--- src/rtl/ata_probe_pkg.sv ---
package ata_probe_pkg;

    localparam int PC_W      = 5;
    localparam int LAST_STEP = 18;

    // task-file register addresses (bit 3 selects the control block)
    localparam logic [3:0] A_SECCNT  = 4'h2;
    localparam logic [3:0] A_SECNUM  = 4'h3;
    localparam logic [3:0] A_CYLLO   = 4'h4;
    localparam logic [3:0] A_CYLHI   = 4'h5;
    localparam logic [3:0] A_DEVHEAD = 4'h6;
    localparam logic [3:0] A_STATUS  = 4'h7;
    localparam logic [3:0] A_DEVCTL  = 4'hE;

    typedef enum logic [1:0] {
        DEV_NONE    = 2'd0,
        DEV_UNKNOWN = 2'd1,
        DEV_ATA     = 2'd2,
        DEV_PACKET  = 2'd3
    } dev_kind_e;

    typedef enum logic [1:0] {OP_WR, OP_RD, OP_WAIT, OP_RST} op_kind_e;

    typedef enum logic [1:0] {EV_NONE, EV_PRESENCE, EV_SIGNATURE, EV_CLASSIFY} eval_e;

    typedef struct packed {
        op_kind_e   kind;
        logic [3:0] addr;
        logic [7:0] data;
        logic       use_sel;
        eval_e      ev;
    } uop_t;

    function automatic uop_t mk(op_kind_e k, logic [3:0] a, logic [7:0] d, logic s, eval_e e);
        uop_t u;
        u.kind = k; u.addr = a; u.data = d; u.use_sel = s; u.ev = e;
        return u;
    endfunction

    // probe program, one micro-operation per step
    function automatic uop_t uop_at(logic [PC_W-1:0] idx);
        case (idx)
            5'd0:    return mk(OP_WR,   A_DEVCTL,  8'h00, 1'b0, EV_NONE);
            5'd1:    return mk(OP_WR,   A_DEVHEAD, 8'h00, 1'b1, EV_NONE);
            5'd2:    return mk(OP_WAIT, 4'h0,      8'h00, 1'b0, EV_NONE);
            5'd3:    return mk(OP_WR,   A_SECCNT,  8'h55, 1'b0, EV_NONE);
            5'd4:    return mk(OP_WR,   A_SECNUM,  8'hAA, 1'b0, EV_NONE);
            5'd5:    return mk(OP_WR,   A_SECCNT,  8'hAA, 1'b0, EV_NONE);
            5'd6:    return mk(OP_WR,   A_SECNUM,  8'h55, 1'b0, EV_NONE);
            5'd7:    return mk(OP_WR,   A_SECCNT,  8'h55, 1'b0, EV_NONE);
            5'd8:    return mk(OP_WR,   A_SECNUM,  8'hAA, 1'b0, EV_NONE);
            5'd9:    return mk(OP_RD,   A_SECCNT,  8'h00, 1'b0, EV_NONE);
            5'd10:   return mk(OP_RD,   A_SECNUM,  8'h00, 1'b0, EV_PRESENCE);
            5'd11:   return mk(OP_RST,  4'h0,      8'h00, 1'b0, EV_NONE);
            5'd12:   return mk(OP_WR,   A_DEVHEAD, 8'h00, 1'b1, EV_NONE);
            5'd13:   return mk(OP_WAIT, 4'h0,      8'h00, 1'b0, EV_NONE);
            5'd14:   return mk(OP_RD,   A_SECCNT,  8'h00, 1'b0, EV_NONE);
            5'd15:   return mk(OP_RD,   A_SECNUM,  8'h00, 1'b0, EV_SIGNATURE);
            5'd16:   return mk(OP_RD,   A_STATUS,  8'h00, 1'b0, EV_NONE);
            5'd17:   return mk(OP_RD,   A_CYLLO,   8'h00, 1'b0, EV_NONE);
            5'd18:   return mk(OP_RD,   A_CYLHI,   8'h00, 1'b0, EV_CLASSIFY);
            default: return mk(OP_WAIT, 4'h0,      8'h00, 1'b0, EV_NONE);
        endcase
    endfunction

    function automatic dev_kind_e classify(logic [7:0] st, logic [7:0] lo, logic [7:0] hi);
        logic pkt, ata;
        pkt = (lo == 8'h14 && hi == 8'hEB) || (lo == 8'h69 && hi == 8'h96);
        ata = (lo == 8'h00 && hi == 8'h00) || (lo == 8'h3C && hi == 8'hC3);
        if (pkt)                 return DEV_PACKET;
        if (ata && st != 8'h00)  return DEV_ATA;
        return DEV_UNKNOWN;
    endfunction

endpackage

--- src/rtl/ata_probe_wait.sv ---
module ata_probe_wait #(
    parameter int CYC = 20
) (
    input  logic clk,
    input  logic rst,
    input  logic go,
    output logic busy,
    output logic fin
);
    localparam int CW = (CYC < 2) ? 1 : $clog2(CYC + 1);

    logic [CW-1:0] cnt;

    always_ff @(posedge clk) begin
        if (rst) begin
            busy <= 1'b0;
            fin  <= 1'b0;
            cnt  <= '0;
        end else begin
            fin <= 1'b0;
            if (busy) begin
                if (cnt == '0) begin
                    busy <= 1'b0;
                    fin  <= 1'b1;
                end else begin
                    cnt <= cnt - 1'b1;
                end
            end else if (go) begin
                busy <= 1'b1;
                cnt  <= CW'(CYC - 1);
            end
        end
    end


    fin_after_busy_chk: assert property (@(posedge clk) disable iff (rst)
        fin |-> !busy);
endmodule

--- src/rtl/ata_probe_bus.sv ---
module ata_probe_bus (
    input  logic       clk,
    input  logic       rst,
    input  logic       go,
    input  logic       go_we,
    input  logic [3:0] go_addr,
    input  logic [7:0] go_wdata,
    output logic       fin,
    output logic [7:0] rdata_q,
    output logic       reg_stb,
    output logic       reg_we,
    output logic [3:0] reg_addr,
    output logic [7:0] reg_wdata,
    input  logic [7:0] reg_rdata,
    input  logic       reg_rdy
);
    always_ff @(posedge clk) begin
        if (rst) begin
            reg_stb   <= 1'b0;
            reg_we    <= 1'b0;
            reg_addr  <= '0;
            reg_wdata <= '0;
            fin       <= 1'b0;
            rdata_q   <= '0;
        end else begin
            fin <= 1'b0;
            if (reg_stb && reg_rdy) begin
                reg_stb <= 1'b0;
                fin     <= 1'b1;
                rdata_q <= reg_rdata;
            end else if (go && !reg_stb) begin
                reg_stb   <= 1'b1;
                reg_we    <= go_we;
                reg_addr  <= go_addr;
                reg_wdata <= go_wdata;
            end
        end
    end


    hold_while_wait_chk: assert property (@(posedge clk) disable iff (rst)
        (reg_stb && !reg_rdy) |=> (reg_stb && $stable(reg_addr) && $stable(reg_we) && $stable(reg_wdata)));


    gap_after_xfer_chk: assert property (@(posedge clk) disable iff (rst)
        (reg_stb && reg_rdy) |=> !reg_stb);
endmodule

--- src/rtl/ata_probe_seq.sv ---
module ata_probe_seq
    import ata_probe_pkg::*;
#(
    parameter int CLK_MHZ   = 50,
    parameter int SETTLE_NS = 400
) (
    input  logic       clk,
    input  logic       rst,
    input  logic       start,
    input  logic       dev_sel,
    output logic       reg_stb,
    output logic       reg_we,
    output logic [3:0] reg_addr,
    output logic [7:0] reg_wdata,
    input  logic [7:0] reg_rdata,
    input  logic       reg_rdy,
    output logic       srst_req,
    input  logic       srst_ack,
    output logic       done,
    output logic [1:0] dev_count,
    output logic [1:0] dev_type
);
    localparam int SETTLE_CYC = (SETTLE_NS * CLK_MHZ + 999) / 1000;
    localparam int WAIT_CYC   = (SETTLE_CYC < 1) ? 1 : SETTLE_CYC;

    typedef enum logic [2:0] {S_IDLE, S_FETCH, S_BUS, S_DLY, S_RST, S_EVAL} st_e;

    st_e             state;
    logic [PC_W-1:0] pc;
    logic            sel_q;
    dev_kind_e       type_q;
    logic [1:0]      count_q;
    logic [7:0]      sc_q, sn_q, st_q, lo_q, hi_q;
    uop_t            cur;
    logic            bus_go, bus_fin, dly_go, dly_fin, dly_busy;
    logic [7:0]      bus_rdata, wr_val;

    always_comb begin
        cur    = uop_at(pc);
        wr_val = cur.use_sel ? {3'b000, sel_q, 4'b0000} : cur.data;
        bus_go = (state == S_FETCH) && (cur.kind == OP_WR || cur.kind == OP_RD);
        dly_go = (state == S_FETCH) && (cur.kind == OP_WAIT);
    end

    ata_probe_bus u_bus (
        .clk(clk), .rst(rst), .go(bus_go), .go_we(cur.kind == OP_WR),
        .go_addr(cur.addr), .go_wdata(wr_val), .fin(bus_fin), .rdata_q(bus_rdata),
        .reg_stb(reg_stb), .reg_we(reg_we), .reg_addr(reg_addr), .reg_wdata(reg_wdata),
        .reg_rdata(reg_rdata), .reg_rdy(reg_rdy)
    );

    ata_probe_wait #(.CYC(WAIT_CYC)) u_wait (
        .clk(clk), .rst(rst), .go(dly_go), .busy(dly_busy), .fin(dly_fin)
    );

    always_ff @(posedge clk) begin
        if (rst) begin
            state    <= S_IDLE;
            pc       <= '0;
            sel_q    <= 1'b0;
            type_q   <= DEV_NONE;
            count_q  <= '0;
            srst_req <= 1'b0;
            done     <= 1'b0;
            sc_q <= '0; sn_q <= '0; st_q <= '0; lo_q <= '0; hi_q <= '0;
        end else begin
            done <= 1'b0;
            case (state)
                S_IDLE: if (start) begin
                    sel_q   <= dev_sel;
                    pc      <= '0;
                    type_q  <= DEV_NONE;
                    count_q <= '0;
                    state   <= S_FETCH;
                end
                S_FETCH: begin
                    case (cur.kind)
                        OP_WAIT: state <= S_DLY;
                        OP_RST:  begin srst_req <= 1'b1; state <= S_RST; end
                        default: state <= S_BUS;
                    endcase
                end
                S_BUS: if (bus_fin) begin
                    if (cur.kind == OP_RD) begin
                        case (cur.addr)
                            A_SECCNT: sc_q <= bus_rdata;
                            A_SECNUM: sn_q <= bus_rdata;
                            A_STATUS: st_q <= bus_rdata;
                            A_CYLLO:  lo_q <= bus_rdata;
                            A_CYLHI:  hi_q <= bus_rdata;
                            default:  ;
                        endcase
                    end
                    if (cur.ev != EV_NONE) state <= S_EVAL;
                    else begin pc <= pc + 1'b1; state <= S_FETCH; end
                end
                S_DLY: if (dly_fin) begin
                    pc    <= pc + 1'b1;
                    state <= S_FETCH;
                end
                S_RST: if (srst_ack) begin
                    srst_req <= 1'b0;
                    pc       <= pc + 1'b1;
                    state    <= S_FETCH;
                end
                S_EVAL: begin
                    case (cur.ev)
                        EV_PRESENCE: if (sc_q == 8'h55 && sn_q == 8'hAA) begin
                            type_q <= DEV_UNKNOWN;
                            pc     <= pc + 1'b1;
                            state  <= S_FETCH;
                        end else begin
                            done  <= 1'b1;
                            state <= S_IDLE;
                        end
                        EV_SIGNATURE: if (sc_q == 8'h01 && sn_q == 8'h01) begin
                            count_q <= 2'd1;
                            pc      <= pc + 1'b1;
                            state   <= S_FETCH;
                        end else begin
                            done  <= 1'b1;
                            state <= S_IDLE;
                        end
                        EV_CLASSIFY: begin
                            type_q <= classify(st_q, lo_q, hi_q);
                            done   <= 1'b1;
                            state  <= S_IDLE;
                        end
                        default: begin
                            pc    <= pc + 1'b1;
                            state <= S_FETCH;
                        end
                    endcase
                end
                default: state <= S_IDLE;
            endcase
        end
    end

    assign dev_type  = type_q;
    assign dev_count = count_q;


    rst_req_held_chk: assert property (@(posedge clk) disable iff (rst)
        (srst_req && !srst_ack) |=> srst_req);


    no_bus_in_reset_chk: assert property (@(posedge clk) disable iff (rst)
        srst_req |-> !reg_stb);


    no_bus_in_settle_chk: assert property (@(posedge clk) disable iff (rst)
        dly_busy |-> !reg_stb);


    done_pulse_chk: assert property (@(posedge clk) disable iff (rst)
        done |=> !done);


    idle_hold_chk: assert property (@(posedge clk) disable iff (rst)
        (state == S_IDLE && !start) |=> ($stable(dev_type) && $stable(dev_count)));


    none_uncounted_chk: assert property (@(posedge clk) disable iff (rst)
        (done && dev_type == DEV_NONE) |-> dev_count == 2'd0);


    counted_typed_chk: assert property (@(posedge clk) disable iff (rst)
        (done && dev_count == 2'd1) |-> dev_type != DEV_NONE);
endmodule

--- config.mk ---
export PLATFORM = sky130hd
export DESIGN_NAME = ata_probe_seq
export DESIGN_NICKNAME = d
export VERILOG_FILES = /design/src/rtl/ata_probe_pkg.sv /design/src/rtl/ata_probe_wait.sv /design/src/rtl/ata_probe_bus.sv /design/src/rtl/ata_probe_seq.sv
export SDC_FILE = /design/constraint.sdc
export NUM_CORES = 1
export LEC_CHECK = 0
export ABC_AREA = 1
export BUFFER_PORTS_ARGS = -buffer_cell sky130_fd_sc_hd__buf_2
export CORE_UTILIZATION = 40
export DETAILED_ROUTE_END_ITERATION = 12
export PLACE_DENSITY = 0.56
export SYNTH_ARGS = -nofsm -noshare
export SYNTH_HDL_FRONTEND = slang
export SYNTH_SLANG_ARGS = --single-unit
export TNS_END_PERCENT = 30
--- constraint.sdc ---
create_clock -name clk -period 2 [get_ports clk]
set_clock_uncertainty 0.05 [all_clocks]
set_input_delay 0.1 -clock clk [delete_from_list [all_inputs] [get_ports clk]]
set_output_delay 0.1 -clock clk [all_outputs]
set_load 0.02 [all_outputs]
==> flow_metrics.tcl <==
set metrics [dict create \
    finalSetupViolCount 3 \
    placed_area_um2 4470 \
    fin_crit_ns 2.01 \
    synthesis.area_um2 4130 \
    via_per_inst 4.94 \
    synth_largest_area_cell "dfxtp_1" \
    ios 34 \
    grt_pass1_wl_um 16300 \
    die_w_um 104 \
    hold_viol_final 0 \
    cp.required_ns 2.25 \
    rsz0062_at_grt "yes" \
    cp-end-kind "flip-flop" \
    yosysMostFrequentCell "inv_1" \
    intPower_uw 3200 \
    synth_flop_cell "dfxtp_1" \
    diodes 0 \
    drt_pass1_iterations 4 \
    synth.top_cells.by_count "inv_1, dfxtp_1, nand2_1" \
    num_vias 3776 \
    tightest_slew_ns 0.584 \
    final_cell_area_um2 4980 \
    grt_max_degree 35 \
    layout-drive-gt1-share_pct 21.9 \
    pwr-share-comb_pct 35.4 \
    nets 644 \
    synth-seq-area-share_pct 43.6 \
    dpl.hpwl_um 7250 \
    clock_path_buffers 2 \
    drtIter0Drc 105 \
    core_um2 9910 \
    p_sw_uw 2120 \
    crit_arrival_ns 2.26 \
    dp_cells 729 \
    critPathKind "flip-flop to flip-flop" \
    power_density_nw_per_um2 1070 \
    yosysTopAreaCellShare_pct 43.6 \
    hold_slack_ns 0.0253 \
    status "finished, violations left" \
    clk_pin_slew_ns 0.10 \
    initial_utilization_pct 41.7 \
    violations "negative setup slack" \
    numCtsBuffers 9 \
    setup-tns-final_ns -0.0202 \
    netlist_instances 570 \
    area_delta_synth_final_pct 20.4 \
    wl_per_cell_um 13.1 \
    drcViolationCount 0 \
    clock-sinks 90 \
    die-area_um2 10700 \
    grt_overflow 0 \
    crit_fanout 8 \
    synth_edf_count 0 \
    synth_area_leaders "dfxtp_1, inv_1, nand2_1" \
    swShare_pct 39.8 \
    async_reset_ff_share_pct 0 \
    slew_viol_final 0 \
    synth-seq-cells 90 \
    grt_pass1_vias 3510 \
    pwr-share-seq_pct 42.2 \
    io_buffers 32 \
    htreeDepth 3 \
    syn_nets 588 \
    drv_cap 0 \
    startpoint_type "flip-flop" \
    rows 36 \
    min_period_over_period_pct 100 \
    antenna_left 0 \
    cts-root-buf "clkbuf_8" \
    die_y_um 104 \
    cts_tree "yes" \
    routed_wirelength_um 9990 \
    clkPwrFrac_pct 22.4 \
    ys_types 39 \
    fmax_ghz 0.498 \
    syn_avg_cell_area_um2 7.25 \
    min_path_type "primary input to flip-flop" \
    ir_drop_v 0.000609 \
    instances_no_fill 764 \
    fillers 1031 \
    worst_slack_ns -0.00812 \
    track_usage_pct 19.0 \
    antenna_found_initial 0 \
    slew_headroom_pct 61.0 \
    ys.warnings.count 0 \
    worstSkewPairLatency_ns 0.37 \
    p_leak_uw 0.00210 \
    gp_congestion 0.853 \
]
==> layout by cell type (no fill, tap or decap), types with 2 or more instances in the layout <==
cell,count
a21oi_4,2
buf_4,24
buf_2,32
nor3_2,4
xor2_1,4
nand4_1,8
o21ai_0,63
dfxtp_4,3
clkinvlp_4,2
clkbuf_8,9
dlygate4sd3_1,10
nor2_1,40
o21ai_1,3
nand2_1,76
ha_1,4
a21oi_1,58
nand3_4,5
nor2_2,7
inv_8,2
nand3_2,4
o211ai_1,2
nor2_4,6
nand2_2,9
nor4_1,6
nand3_1,30
inv_2,7
nand2_4,5
dfxtp_1,80
inv_6,3
nor3_1,15
inv_1,87
dfxtp_2,7
==> flip-flops by register name, summed over array words and instances (netlist names) <==
| name | cells |
|---|---|
| cur | 11 |
| hi_q | 8 |
| lo_q | 8 |
| sc_q | 8 |
| sn_q | 8 |
| st_q | 8 |
| u_bus.rdata_q | 8 |
| pc | 5 |
| u_wait.cnt | 5 |
| u_bus.reg_addr | 4 |
| state | 3 |
| u_bus.reg_wdata | 3 |
| dev_type | 2 |
| dev_count | 1 |
| done | 1 |
| sel_q | 1 |
| srst_req | 1 |
| u_bus.fin | 1 |
| u_bus.reg_stb | 1 |
| u_bus.reg_we | 1 |
| u_wait.busy | 1 |
| u_wait.fin | 1 |
==> path summary, 6_finish.rpt <==
path,from,end,slack (ns),cells after the start
max,sc_q[0],cur[11],-0.008,14
min,start,sel_q,0.03,4
max reg2reg,sc_q[0],cur[11],-0.008,14
min reg2reg,u_bus.reg_addr[3],u_bus.reg_addr[3],0.39,2
==> cell families (layout without fill, tap and decap cells) <==
family | Yosys count | in the layout | synth area share [%]
other cells | 1 | 1 | 0.0907
simple gates | 221 | 221 | 25.9
buf+inv | 117 | 178 | 11.3
flops | 90 | 90 | 43.6
compound gates | 133 | 133 | 17.0
xor+xnor | 4 | 4 | 0.847
fa+ha+maj | 4 | 4 | 1.21
==> per-stage QoR <==
stage / power (uW) / utilization [%] / setup WS, ns
3_3_place_gp: 3900 / 45.1 / -0.121
4_1_cts: 5170 / 48.3 / 0.00277
5_1_grt: 5690 / 50.2 / -0.143
3_5_place_dp: 3900 / 45.1 / -0.113
6_report: 5320 / 50.2 / -0.00812
2_1_floorplan: 3460 / - / 0.190
==> layout make-up <==
class / count / area, um2 / area share (%)
Multi-Input combinational cell: 363 / 2000 / 40.1
Sequential cell: 90 / 1820 / 36.6
Timing Repair Buffer: 66 / 440 / 8.85
Inverter: 96 / 368 / 7.39
Tap cell: 133 / 166 / 3.34
Clock buffer: 9 / 124 / 2.49
Clock inverter: 7 / 60.1 / 1.21
==> power groups by stage <==
| stage | Clock (uW) | Sequential, uW | Combinational [uW] |
|---|---|---|---|
| 4_1_cts | 1230 | 2240 | 1700 |
| 3_5_place_dp | 0 | 2270 | 1630 |
| 3_3_place_gp | 0 | 2270 | 1640 |
| 5_1_grt | 1310 | 2280 | 2100 |
| 2_1_floorplan | 0 | 2310 | 1160 |
| 6_report | 1190 | 2240 | 1880 |
==> critical path, cell delays in order (launching register included) <==
cell	delay [ns]
dfxtp_2	0.35
inv_2	0.04
nor2_1	0.10
nand2_2	0.08
nor2_4	0.13
nand2_2	0.10
a21oi_4	0.27
nand2_4	0.13
nand2_4	0.10
nand3_4	0.14
nor2_4	0.18
nand2_2	0.07
nand2_1	0.06
nor2_1	0.04
nor2_1	0.09
==> routing by layer <==
layer,track usage (%),routed length (um),up-vias
li1,-,-,1955
met1,23.8,4740,1695
met2,31.4,4590,100
met3,4.47,402,26
met4,7.76,255,0
met5,0,0,-
==> repair_timing <==
item                                    CTS  global route
hold buffers                             10             0
endpoints found under the setup margin   11            29
resized for setup                         8            47
pin swaps                                 3            21
endpoints found under the hold margin    10             0
buffers inserted                          1             8
No activity file was read; power rests on OpenSTA's default activity.
